`config.mk`:
```
export PLATFORM = sky130hd
export DESIGN_NAME = pse_decoder
export DESIGN_NICKNAME = d
export VERILOG_FILES = /design/src/rtl/pse_pkg.sv /design/src/rtl/pse_rst_sync.sv /design/src/rtl/pse_set_eval.sv /design/src/rtl/pse_merge.sv /design/src/rtl/pse_decoder.sv
export SDC_FILE = /design/constraint.sdc
export NUM_CORES = 1
export LEC_CHECK = 0
export ABC_AREA = 0
export CAP_MARGIN = 20
export CORE_UTILIZATION = 36
export CTS_CLUSTER_DIAMETER = 100
export DETAILED_ROUTE_END_ITERATION = 8
export GPL_TIMING_DRIVEN = 0
export PLACE_DENSITY = 0.95
export SLEW_MARGIN = 40
export SYNTH_ARGS = -nofsm -noshare
export SYNTH_HDL_FRONTEND = slang
export SYNTH_SLANG_ARGS = --single-unit
export TNS_END_PERCENT = 10
```
`constraint.sdc`:
```
create_clock -name clk_i -period 0.9 [get_ports clk_i]
set_input_delay 0.135 -clock clk_i [delete_from_list [all_inputs] [get_ports clk_i]]
set_output_delay 0.135 -clock clk_i [all_outputs]
set_load 0.02 [all_outputs]
```
`src/rtl/pse_pkg.sv`:
```
package pse_pkg;
  parameter int unsigned NUM_FLAGS = 16;
  parameter int unsigned NUM_SLOTS = 8;
  parameter int unsigned NUM_SETS  = 2;
  parameter int unsigned HDR_W     = 32;

  localparam int unsigned SEL_W  = $clog2(NUM_FLAGS);
  localparam int unsigned MASK_W = NUM_SLOTS - 1;
  localparam int unsigned SET_W  = SEL_W + 1 + MASK_W;

  // One predicate set as laid out in the header, low bits first:
  // flag index, polarity, slot mask.
  typedef struct packed {
    logic [MASK_W-1:0] mask;
    logic              inv;
    logic [SEL_W-1:0]  sel;
  } pset_t;

  typedef logic [MASK_W-1:0] slot_vec_t;
endpackage

```
`src/rtl/pse_rst_sync.sv`:
```
module pse_rst_sync (
  input  logic clk_i,
  input  logic rst_ni,
  output logic rst_sync_no
);
  logic [1:0] stage_q;

  always_ff @(posedge clk_i or negedge rst_ni) begin
    if (!rst_ni) begin
      stage_q <= 2'b00;
    end else begin
      stage_q <= {stage_q[0], 1'b1};
    end
  end

  assign rst_sync_no = stage_q[1];
endmodule

```
`src/rtl/pse_set_eval.sv`:
```
module pse_set_eval
  import pse_pkg::*;
(
  input  pset_t                set_i,
  input  logic [NUM_FLAGS-1:0] flags_i,
  output slot_vec_t            claim_o,
  output slot_vec_t            grant_o
);
  logic cond;

  always_comb begin
    cond    = flags_i[set_i.sel] ^ set_i.inv;
    claim_o = set_i.mask;
    grant_o = cond ? set_i.mask : '0;
  end
endmodule

```
`src/rtl/pse_merge.sv`:
```
module pse_merge
  import pse_pkg::*;
(
  input  slot_vec_t claim_i [NUM_SETS],
  input  slot_vec_t grant_i [NUM_SETS],
  output slot_vec_t en_o,
  output logic      err_o
);
  slot_vec_t seen;
  slot_vec_t multi;
  slot_vec_t granted;

  always_comb begin
    seen    = '0;
    multi   = '0;
    granted = '0;
    for (int s = 0; s < NUM_SETS; s++) begin
      multi   = multi | (seen & claim_i[s]);
      seen    = seen | claim_i[s];
      granted = granted | grant_i[s];
    end
    err_o = |multi;
    en_o  = err_o ? '0 : (~seen | granted);
  end
endmodule

```
`src/rtl/pse_decoder.sv`:
```
module pse_decoder
  import pse_pkg::*;
(
  input  logic                 clk_i,
  input  logic                 rst_ni,
  input  logic                 hdr_vld_i,
  input  logic [HDR_W-1:0]     hdr_word_i,
  input  logic [NUM_FLAGS-1:0] cond_flags_i,
  output logic [MASK_W-1:0]    slot_en_o,
  output logic                 ovl_err_o
);
  logic      rst_n;
  pset_t     sets  [NUM_SETS];
  slot_vec_t claim [NUM_SETS];
  slot_vec_t grant [NUM_SETS];
  slot_vec_t en_nxt;
  logic      err_nxt;
  slot_vec_t en_d,  en_q;
  logic      err_d, err_q;

  pse_rst_sync u_rst (
    .clk_i       (clk_i),
    .rst_ni      (rst_ni),
    .rst_sync_no (rst_n)
  );

  for (genvar s = 0; s < NUM_SETS; s++) begin : g_set
    assign sets[s] = pset_t'(hdr_word_i[s*SET_W +: SET_W]);
    pse_set_eval u_eval (
      .set_i   (sets[s]),
      .flags_i (cond_flags_i),
      .claim_o (claim[s]),
      .grant_o (grant[s])
    );
  end

  pse_merge u_merge (
    .claim_i (claim),
    .grant_i (grant),
    .en_o    (en_nxt),
    .err_o   (err_nxt)
  );

  // next state: load on strobe, otherwise hold
  always_comb begin
    en_d  = en_q;
    err_d = err_q;
    if (hdr_vld_i) begin
      en_d  = en_nxt;
      err_d = err_nxt;
    end
  end

  always_ff @(posedge clk_i or negedge rst_n) begin
    if (!rst_n) begin
      en_q  <= '0;
      err_q <= 1'b0;
    end else begin
      en_q  <= en_d;
      err_q <= err_d;
    end
  end

  assign slot_en_o = en_q;
  assign ovl_err_o = err_q;

  // ---------------- assertions ----------------
  slot_vec_t hdr_cov;
  always_comb begin
    hdr_cov = '0;
    for (int s = 0; s < NUM_SETS; s++) hdr_cov = hdr_cov | sets[s].mask;
  end

  p_hold_r8: assert property (@(posedge clk_i) disable iff (!rst_n)
    !hdr_vld_i |=> ($stable(slot_en_o) && $stable(ovl_err_o)));

  p_err_blank_r7: assert property (@(posedge clk_i) disable iff (!rst_n)
    ovl_err_o |-> (slot_en_o == '0));

  p_uncov_r6: assert property (@(posedge clk_i) disable iff (!rst_n)
    (hdr_vld_i && !err_nxt) |=> (&(slot_en_o | $past(hdr_cov))));

  p_sense_pos_r3: assert property (@(posedge clk_i) disable iff (!rst_n)
    (hdr_vld_i && !err_nxt && sets[0].mask[0] && !sets[0].inv)
      |=> (slot_en_o[0] == $past(cond_flags_i[sets[0].sel])));

  p_sense_neg_r4: assert property (@(posedge clk_i) disable iff (!rst_n)
    (hdr_vld_i && !err_nxt && sets[0].mask[0] && sets[0].inv)
      |=> (slot_en_o[0] == !$past(cond_flags_i[sets[0].sel])));

  if (NUM_SETS == 2) begin : g_pair_chk
    p_ovl_flag_r7: assert property (@(posedge clk_i) disable iff (!rst_n)
      hdr_vld_i |=> (ovl_err_o == $past(|(sets[0].mask & sets[1].mask))));
  end
endmodule

```
-- Yosys cells after proc, flatten, opt, wreduce, memory -nomap -nowiden
Index checks and enable logic that the tools add are counted.
- output and inout bits: 8
- input bits: 51
- register bits after elaboration: 10
- multiplexer cells: 7
- magnitude comparators: 2
- reductions and logical operators: 1
- bitwise logic cells: 7
- operator list (cell ; number):
    7-bit two-way mux ; 3
    7-bit OR ; 3
    4-bit by 5-bit less-than comparator with 1-bit output (second input constant) ; 2
    1-bit binary-select mux with 4-bit select ; 2
    7-bit bitwise AND ; 1
    7-bit inverter ; 1
    7-bit OR reduction ; 1
    1-bit two-way mux ; 2
    1-bit bitwise XOR ; 2

-- Logic depth before layout (Yosys ltp)
- word-level depth: 7
- depth in mapped cells: 5
- mapped depth without buffers: 5

-- By module
Synthesis repeated with hierarchy kept, for this count alone.
- cells, all modules: 85
- area, all modules: 1022.2 um^2
- by module, submodules not included (module ; cells each ; seq. area each (um^2) ; area each (um^2) ; times used):
    pse_set_eval ; 20 ; 0.0 ; 229.0 ; 2
    pse_decoder ; 17 ; 200.2 ; 331.6 ; 1
    pse_merge ; 25 ; 0.0 ; 178.9 ; 1
    pse_rst_sync ; 3 ; 50.0 ; 53.8 ; 1

-- Worst setup path after synthesis
OpenSTA, ideal clock, no wires.
- kind: in2reg
- from: input hdr_word_i[2]
- to: register en_q[0] (netlist: slot_en_o[0])
- setup slack: -0.988 ns
- cell stages on the path: 5
- library setup time: 0.126 ns
- required time: 0.774 ns
- arrival: 1.762 ns
- cells stage by stage: mux4_1 > mux4_2 > xnor2_4 > mux2i_1 > a221o_1
- cells in the longest elaborated chain, start to end: 7
- RTL lines (item ; RTL line ; RTL):
    start, declared ; pse_decoder.sv:7 ; input logic [HDR_W-1:0] hdr_word_i,
    1-bit binary-select mux with 4-bit select ; pse_set_eval.sv:12 ; cond = flags_i[set_i.sel] ^ set_i.inv;
    1-bit two-way mux (not written as such) ; pse_set_eval.sv:12 ;
    1-bit bitwise XOR ; pse_set_eval.sv:12 ;
    7-bit two-way mux ; pse_set_eval.sv:14 ; grant_o = cond ? set_i.mask : '0;
    7-bit OR ; pse_merge.sv:20 ; granted = granted | grant_i[s];
    7-bit OR ; pse_merge.sv:23 ; en_o = err_o ? '0 : (~seen | granted);
    7-bit two-way mux ; pse_merge.sv:23 ;
    end signal, assigned ; pse_decoder.sv:59 ; en_q <= en_d;
    end, declared ; pse_decoder.sv:18 ; slot_vec_t en_d, en_q;
Every way passes these cells. The select of a mux whose other input is x is not followed.
A chain may end at the register's enable or synchronous reset.

-- Worst setup path after layout
- from: input hdr_word_i[2]
- to: register en_q[4] (netlist: slot_en_o[4])
The elaborated chain is that of the path after synthesis.

==> flow_summary.toml <==
[setup_path]
end_kind = "flip-flop"
rrSetupSlack_ns = -0.01
max_stage_delay_ns = 0.54
worstPathArrival_ns = 1.95
cp_top_family = "multiplexers"
critPathMaxFanout = 7
required_ns = 1.05
crit_path_frequent_cell = "mux4_2"
crit_type = "in2reg"
crit_chain = "buf_12 > mux4_2 > mux4_2 > xnor2_4 > mux2i_1 > a221o_1"
slowest_stage = "mux4_2"
critPathBufInv = 1
start_kind = "input port"

[timing]
slew_viol_final = 0
period_share_pct = 200
fin_crit_ns = 1.80
fmax_mhz = 556
fin_hold_ws_ns = 0.0248
fin_skew_ns = 0.00206
rsz0062_at_grt = "true"
final_hold_viol_count = 0
timing.final.ws_setup_ns = -0.900
finalSetupViolations = 16

[grt]
gr-usage-met3_pct = 2.59
grtUsageMet2_pct = 33.9
grt_pass1_wl_um = 2790
grt_max_degree = 10
met1_usage_pct = 19.6
grt_pass1_vias = 685
busiest_layer = "met2"
gr-total-overflow = 0
grt_use_total_pct = 17.4
antenna_found_initial = 0

[floorplanning]
fp.dieH_um = 48.3
row_count = 16
pin_count = 59
start_util_pct = 38.9
die-area_mm2 = 0.00233
die_x_um = 48.3
core_region_area_mm2 = 0.00198

[detailed_routing]
via_count = 737
routed_wl_um = 2030
postRouteAntennaNets = 0
wl_per_cell_um = 15.0
first_pass_iters = 4
vias_per_cell = 5.46
drt_iter0_markers = 10
drc_errors = 0

[logic_synthesis]
seq_area_frac_synth_pct = 32.5
synth_cell_types = 14
avgSynthCellArea_um2 = 14.3
ys_ff_latch = 10
ys_warn_count = 0
synth_area_um2 = 771
syn_nets = 105
syn-instance-count = 54

[cts]
root_buffer = "clkbuf_4"
clk_pin_slew_ns = 0.07
cts_tree = "built"
clk_path_buf_depth = 2
cts_sinks = 10
ctsHoldBuffers = 0
clkLatencyLatePin_ns = 0.26
cts-buffers-inserted = 3
cts.htree.levels = 1

[placement]
place_congestion = 0.690
numPortBuffers = 50
dp_hpwl_um = 1650
placed_area_mm2 = 0.00131
dp.cells = 131

[power]
ir_drop_mv = 0.718
p_leak_nw = 0.554
p_per_area_mw_per_mm2 = 1180
p_total_mw = 1.47

[run_status]
status = "finished with violations"
violations = "setup timing"

[layout]
layout.nets = 160
diodes = 0
fin_area_mm2 = 0.00124
drive_above_1_share_pct = 41.7
syn2layout_area_growth_pct = 60.9
n_fill_cell = 155
final_cells = 135

[hold_path]
hp-class = "in2async"

[job]
drv_cap = 0
[state kept, by name (all words and copies together) (netlist names)]
| register | flops |
|---|---|
| ovl_err_o | 1 |
| slot_en_o | 7 |
| u_rst.stage_q | 2 |
[where the power goes]
part / switching [mW] / total, mW / internal, mW / leakage (nW)
registers: 0.0221 / 0.508 / 0.486 / 0.128
clock network: 0.156 / 0.402 / 0.246 / 0.0210
logic: 0.232 / 0.559 / 0.327 / 0.405
[placed cells by master, fill, tap and decap left out, types with 2 or more instances in the layout]
cell type / synthesis / layout
mux4_2: 6 / 10
nor2b_1: 7 / 7
nand2_1: 2 / 2
clkbuf_4: 0 / 3
clkdlybuf4s50_1: 0 / 21
dlygate4sd2_1: 0 / 2
mux2i_1: 7 / 7
buf_2: 0 / 23
dfrtp_1: 10 / 10
nor2_1: 3 / 2
a221o_1: 7 / 7
a22oi_1: 3 / 3
[through the flow]
step / setup TNS, ns / utilization, % / setup slack [ns]
3_3_place_gp: -14.13 / 65.8 / -1.74
3_5_place_dp: -14.58 / 65.8 / -1.80
5_1_grt: -7.37 / 62.6 / -0.956
2_1_floorplan: -6.95 / - / -0.988
6_report: -6.67 / 62.6 / -0.900
4_1_cts: -7.07 / 62.0 / -0.978
[path summary, 6_finish.rpt]
path	from	endpoint	depth (start not counted)
max	hdr_word_i[2]	slot_en_o[4]	6
min	rst_ni	u_rst.stage_q[1]	1
max reg2reg	slot_en_o[4]	slot_en_o[4]	2
min reg2reg	u_rst.stage_q[1]	slot_en_o[0]	0
max in group asynchronous	u_rst.stage_q[1]	slot_en_o[3]	0
min in group clk_i	u_rst.stage_q[0]	u_rst.stage_q[1]	0
[timing repair]
| item | CTS | global route |
|---|---|---|
| setup buffers | 0 | 0 |
| pin swaps | 4 | 3 |
| gates resized for setup | 118 | 3 |
| cloned | 0 | 0 |
| setup endpoints to repair | 16 | 16 |
[layout make-up]
type / count / area [um2] / share of cell area, %
Tap cell: 27 / 33.8 / 2.72
Multi-Input combinational cell: 44 / 527 / 42.5
Sequential cell: 10 / 250 / 20.2
Timing Repair Buffer: 50 / 393 / 31.7
Clock buffer: 4 / 36.3 / 2.93
[Yosys cell counts]
library cell	instances	area (um2)
nor2_1	3	11.3
a221o_1	7	70.1
nand3_1	1	5.00
conb_1	1	3.75
xnor2_1	1	8.76
a22oi_1	3	22.5
dfrtp_1	10	250
mux4_1	4	105
nor3_2	1	10.0
mux2i_1	7	70.1
mux4_2	6	135
nor2b_1	7	43.8
xnor2_4	1	27.5
nand2_1	2	7.51
[cells by family after synthesis]
family	Yosys count	share of synthesized area, %
mux	17	40.3
xor+xnor	2	4.71
other cells	1	0.487
simple gates	14	10.1
flops	10	32.5
compound gates	10	12.0
[routing by layer]
layer / wire (um) / share of wire [%]
met4: 0 / 0
met1: 782 / 39
met3: 203 / 10
met2: 1050 / 51
met5: 0 / 0
Power figures use the tool's default switching activity.
